===== src/rtl/brUnitPkg.sv =====
package brUnitPkg;
  // instruction field layout
  localparam int OP_HI  = 31;
  localparam int OP_LO  = 26;
  localparam int RS_HI  = 25;
  localparam int RS_LO  = 21;
  localparam int RT_HI  = 20;
  localparam int RT_LO  = 16;
  localparam int OFF_HI = 15;
  localparam int OFF_LO = 0;
  localparam int OPW    = OP_HI - OP_LO + 1;
  localparam int OFFW   = OFF_HI - OFF_LO + 1;

  localparam logic [OPW-1:0] OP_BEQ = 6'b000100;
  localparam logic [OPW-1:0] OP_BNE = 6'b000101;

  typedef enum logic [1:0] {
    FWD_RF  = 2'd0,
    FWD_MEM = 2'd1,
    FWD_WB  = 2'd2
  } fwdSel_e;

  typedef struct packed {
    fwdSel_e fwdA;
    fwdSel_e fwdB;
    logic    isBranch;
    logic    isBne;
  } brStrobes_t;
endpackage


===== src/rtl/brHazardCtl.sv =====
module brHazardCtl
  import brUnitPkg::*;
#(
  parameter int REGW = 5
) (
  input  logic             clk,
  input  logic             rstN,
  input  logic [OPW-1:0]   opcode,
  input  logic [REGW-1:0]  rsIdx,
  input  logic [REGW-1:0]  rtIdx,
  input  logic [REGW-1:0]  exDest,
  input  logic             exRegWrite,
  input  logic [REGW-1:0]  memDest,
  input  logic             memRegWrite,
  input  logic             memIsLoad,
  input  logic [REGW-1:0]  wbDest,
  input  logic             wbRegWrite,
  output brStrobes_t       strobes,
  output logic             stall
);
  localparam int NSRC = 2;

  logic [REGW-1:0] srcIdx [NSRC];
  logic [NSRC-1:0] opHaz;
  fwdSel_e         opFwd  [NSRC];
  logic            isBranch;

  assign srcIdx[0] = rsIdx;
  assign srcIdx[1] = rtIdx;

  // one hazard/bypass decoder per compared source
  for (genvar i = 0; i < NSRC; i++) begin : g_src
    logic live, exHit, memHit, wbHit;
    assign live   = (srcIdx[i] != '0);
    assign exHit  = live && exRegWrite  && (exDest  == srcIdx[i]);
    assign memHit = live && memRegWrite && (memDest == srcIdx[i]);
    assign wbHit  = live && wbRegWrite  && (wbDest  == srcIdx[i]);
    // any producer in execute, or a load in memory, is not yet bypassable
    assign opHaz[i] = exHit || (memHit && memIsLoad);
    // youngest bypassable producer wins
    assign opFwd[i] = (memHit && !memIsLoad) ? FWD_MEM :
                      wbHit                  ? FWD_WB  : FWD_RF;
  end

  assign isBranch = (opcode == OP_BEQ) || (opcode == OP_BNE);
  assign stall    = isBranch && (|opHaz);

  always_comb begin
    strobes.fwdA     = opFwd[0];
    strobes.fwdB     = opFwd[1];
    strobes.isBranch = isBranch;
    strobes.isBne    = (opcode == OP_BNE);
  end

  // a load result still in the memory stage is never bypassed
  p_no_load_bypass_r6: assert property (@(posedge clk) disable iff (!rstN)
    (memIsLoad |-> (strobes.fwdA != FWD_MEM && strobes.fwdB != FWD_MEM)));

  // load in memory stage writing the first source must stall a branch
  p_stall_load_mem_r6: assert property (@(posedge clk) disable iff (!rstN)
    ((isBranch && memRegWrite && memIsLoad && rsIdx != '0 && memDest == rsIdx)
      |-> stall));

  // register zero always reads the register file
  p_zero_from_rf_r10: assert property (@(posedge clk) disable iff (!rstN)
    ((rsIdx == '0) |-> (strobes.fwdA == FWD_RF)));
endmodule


===== src/rtl/brOperandPath.sv =====
module brOperandPath
  import brUnitPkg::*;
#(
  parameter int XLEN = 32
) (
  input  brStrobes_t       strobes,
  input  logic [XLEN-1:0]  rfData1,
  input  logic [XLEN-1:0]  rfData2,
  input  logic [XLEN-1:0]  memAluResult,
  input  logic [XLEN-1:0]  wbData,
  input  logic [XLEN-1:0]  pcPlus4,
  input  logic [OFFW-1:0]  offset,
  output logic             opEqual,
  output logic [XLEN-1:0]  brTarget
);
  localparam int NSRC = 2;
  localparam int SEXT = XLEN - OFFW - 2;

  logic [XLEN-1:0] rfVal  [NSRC];
  logic [XLEN-1:0] opVal  [NSRC];
  fwdSel_e         sel    [NSRC];
  logic [XLEN-1:0] offExt;

  assign rfVal[0] = rfData1;
  assign rfVal[1] = rfData2;
  assign sel[0]   = strobes.fwdA;
  assign sel[1]   = strobes.fwdB;

  for (genvar i = 0; i < NSRC; i++) begin : g_mux
    assign opVal[i] = (sel[i] == FWD_MEM) ? memAluResult :
                      (sel[i] == FWD_WB)  ? wbData       : rfVal[i];
  end

  // dedicated equality: xor-reduce, no subtractor
  assign opEqual  = ~|(opVal[0] ^ opVal[1]);
  assign offExt   = {{SEXT{offset[OFFW-1]}}, offset, 2'b00};
  assign brTarget = pcPlus4 + offExt;
endmodule


===== src/rtl/idBranchResolver.sv =====
module idBranchResolver
  import brUnitPkg::*;
#(
  parameter int XLEN = 32,
  parameter int REGW = 5
) (
  input  logic            clk,
  input  logic            rstN,
  input  logic [31:0]     idInstr,
  input  logic [XLEN-1:0] idPcPlus4,
  input  logic [XLEN-1:0] rfData1,
  input  logic [XLEN-1:0] rfData2,
  input  logic [REGW-1:0] exDest,
  input  logic            exRegWrite,
  input  logic            exIsLoad,
  input  logic [REGW-1:0] memDest,
  input  logic            memRegWrite,
  input  logic            memIsLoad,
  input  logic [XLEN-1:0] memAluResult,
  input  logic [REGW-1:0] wbDest,
  input  logic            wbRegWrite,
  input  logic [XLEN-1:0] wbData,
  output logic [XLEN-1:0] nextPc,
  output logic            pcSel,
  output logic            flushIfId,
  output logic            stall
);
  brStrobes_t      ctl;
  logic            opEqual;
  logic [XLEN-1:0] brTarget;
  logic            taken;

  brHazardCtl #(.REGW(REGW)) u_ctl (
    .clk        (clk),
    .rstN       (rstN),
    .opcode     (idInstr[OP_HI:OP_LO]),
    .rsIdx      (idInstr[RS_HI:RS_LO]),
    .rtIdx      (idInstr[RT_HI:RT_LO]),
    .exDest     (exDest),
    .exRegWrite (exRegWrite),
    .memDest    (memDest),
    .memRegWrite(memRegWrite),
    .memIsLoad  (memIsLoad),
    .wbDest     (wbDest),
    .wbRegWrite (wbRegWrite),
    .strobes    (ctl),
    .stall      (stall)
  );

  brOperandPath #(.XLEN(XLEN)) u_path (
    .strobes     (ctl),
    .rfData1     (rfData1),
    .rfData2     (rfData2),
    .memAluResult(memAluResult),
    .wbData      (wbData),
    .pcPlus4     (idPcPlus4),
    .offset      (idInstr[OFF_HI:OFF_LO]),
    .opEqual     (opEqual),
    .brTarget    (brTarget)
  );

  // predict not taken; redirect and squash successor only once resolved
  assign taken     = ctl.isBranch && !stall && (opEqual ^ ctl.isBne);
  assign pcSel     = taken;
  assign flushIfId = taken;
  assign nextPc    = taken ? brTarget : idPcPlus4;

  // the load flag only travels with a write; unused by the resolver itself
  logic unusedLoadEx;
  assign unusedLoadEx = exIsLoad;

  // a stalled branch never squashes its successor
  p_no_flush_in_stall_r5: assert property (@(posedge clk) disable iff (!rstN)
    (stall |-> !flushIfId));

  // only a branch opcode may redirect fetch
  p_redirect_branch_only_r1: assert property (@(posedge clk) disable iff (!rstN)
    (pcSel |-> (idInstr[OP_HI:OP_LO] == OP_BEQ || idInstr[OP_HI:OP_LO] == OP_BNE)));
endmodule


===== config.mk =====
export PLATFORM = sky130hd
export DESIGN_NAME = idBranchResolver
export DESIGN_NICKNAME = d
export VERILOG_FILES = /design/src/rtl/brUnitPkg.sv /design/src/rtl/brHazardCtl.sv /design/src/rtl/brOperandPath.sv /design/src/rtl/idBranchResolver.sv
export SDC_FILE = /design/constraint.sdc
export NUM_CORES = 1
export LEC_CHECK = 0
export BUFFER_PORTS_ARGS = -buffer_cell sky130_fd_sc_hd__buf_2
export CORE_ASPECT_RATIO = 1.4
export CORE_UTILIZATION = 30
export DETAILED_ROUTE_END_ITERATION = 8
export PLACE_DENSITY = 0.56
export SLEW_MARGIN = 20
export SYNTH_ARGS = -nofsm -noshare
export SYNTH_HDL_FRONTEND = slang
export SYNTH_SLANG_ARGS = --single-unit

===== constraint.sdc =====
create_clock -name vclk -period 6.8
set_input_delay 1.36 -clock vclk [all_inputs]
set_output_delay 1.36 -clock vclk [all_outputs]
set_load 0.01 [all_outputs]

==> impl_metrics.toml <==
[logic_synthesis]
ys_warn_count = 0
yosys-top-cells-area = "mux2i_1 14%, mux2_4 9.1%, xnor2_1 8.5%"
seq_area_frac_synth = 0
synthesis.area_um2 = 4430
ys_types = 55
syn_inst = 528
synth_common_cells = "63 x mux2i_1, 43 x xnor2_1, 41 x xor2_1"
yosysTopAreaCell = "mux2i_1"
synth_top_cell_area_share = 0.142
yosysMostFrequentCell = "mux2i_1"
synth_fp_nets = 772
synth.avg_cell_area_um2 = 8.40

[worst_setup_path]
crit_fanout = 32
worstSetupEndpointType = "primary output"
timing_worst_setup_path_type = "in -> out"
start_kind = "input pin"
crit_arrival_ns = 5.06
worstPathRequired_ns = 5.44

[sta]
fmax_ghz = 0.156
tightest_slew_ns = 0.631
rsz0062_at_grt = "false"
maxSlewHeadroom = 0.575
setup_viol = 0
min_period_ns = 6.42
finalCritPeriodShare = 0.945
finalMaxSlewViolations = 0
finalHoldViolCount = 0
fin_tns_setup_ns = 0

[cells_and_area]
nFlopsAndLatches = 0
nNetsFinal = 994
nClkBuffers = 0
area_delta_synth_final_pct = 31.7
seq_area_um2 = 0
fillers = 1561
fin_area_um2 = 5840
drive_above_1_share = 0.434

[global_route]
track_usage = 0.180
overflow = 0
grt_antenna_before_repair = 1
grt_max_degree = 34
grt_pass1_vias = 5091
grt_first_pass_wirelength_um = 23100

[outcome]
status = "complete, no violations"

[die]
coreArea_um2 = 14400
start_util = 0.307
io_pins = 249
rows = 52
dieHeight_um = 146
fp.dieW_um = 105
die-area_um2 = 15300

[power_and_ir_drop]
power_leakage_nw = 2.55
max-vdd-ir-drop_mv = 0.0259
powerDensity_nw_per_um2 = 63.5

[detailed_routing]
vias = 5025
wire_per_inst_um = 15.3
via_per_inst = 5.36
ant_nets = 0
totalWireLength_um = 14400
dr.pass1.iters = 4
remaining_drc_errors = 0
drt_iter0_drc = 130

[worst_hold_path]
hold_class = "in -> out"
hold_depth = 0

[placement]
post-dp-hpwl_um = 12200
post_dp_cell_area_um2 = 5830
gp_congestion = 0.826
io_buffer_count = 242

[clock_tree]
post_cts_buffers = 0
cts_resized = 0
cts_hold_buf = 0

[flow_run]
maxCapViolations = 0
logic make-up after synthesis:
logic type                 after synthesis  share of synthesized area
AOI/OAI and AO/OA                      168                      0.296
and+or+nand+nor                        104                      0.142
muxes                                   96                      0.252
xor gates and xnor gates                84                      0.166
buffers and inverters                   46                     0.0581
adders and majority gates               30                     0.0864
placed cells by master, fill, tap and decap left out, drive strengths merged, types with 19 or more instances in the layout:
cell type,n
ha,29
mux2i,68
nor2,20
o22ai,34
o221a,32
xor2,41
buf,253
xnor2,43
a21oi,19
mux2,28
a221oi,33
final timing paths:
path | start | end
worst min-delay path | idPcPlus4[1] | nextPc[1]
worst max-delay path | idInstr[16] | nextPc[27]
power by group:
part	total, mW	internal [mW]	switching, mW
logic	0.371	0.188	0.183
registers	0	0	0
clock network	0.0000000197	0.0000000197	0
total	0.371	0.188	0.183
worst max-delay path, stage by stage:
cell and delay, ns:
buf_2 0.14, or4_4 0.55, nor2_4 0.15, nor3_4 0.07
buf_12 0.18, mux2i_2 0.20, o221a_1 0.25, o22ai_1 0.15
nand4_1 0.20, or4_4 0.59, o22ai_4 0.16, mux2i_4 0.30
buf_12 0.23, mux2_4 0.33, buf_2 0.14
per-stage QoR:
step | power [mW] | instances | utilization | setup slack (ns) | hold slack, ns
detailed placement | 0.372 | 937 | 0.404 | 0.351 | 2.72
finish | 0.371 | 938 | 0.404 | 0.375 | 2.72
CTS | 0.373 | 937 | 0.404 | 0.347 | 2.72
global route | 0.411 | 937 | 0.404 | 0.189 | 2.72
global placement | 0.370 | 937 | 0.404 | 0.355 | 2.72
floorplan | 0.242 | 528 | - | 0.919 | 2.81
routing by layer:
| layer | part of all wire | vias to the layer above | track usage |
|---|---|---|---|
| li1 | - | 2550 | - |
| met1 | 0.40 | 2264 | 0.194 |
| met2 | 0.53 | 203 | 0.373 |
| met3 | 0.060 | 8 | 0.0202 |
| met4 | 0.011 | 0 | 0.0204 |
| met5 | 0 | - | 0 |
final cells by class:
class / count / area [µm²] / area share
multi-input combinational: 482 / 4190 / 0.718
timing repair buffer: 253 / 1360 / 0.232
tap: 189 / 236 / 0.0405
inverter: 13 / 48.8 / 0.00836
antenna: 1 / 2.50 / 0.000429
Power figures use the tool's default switching activity.
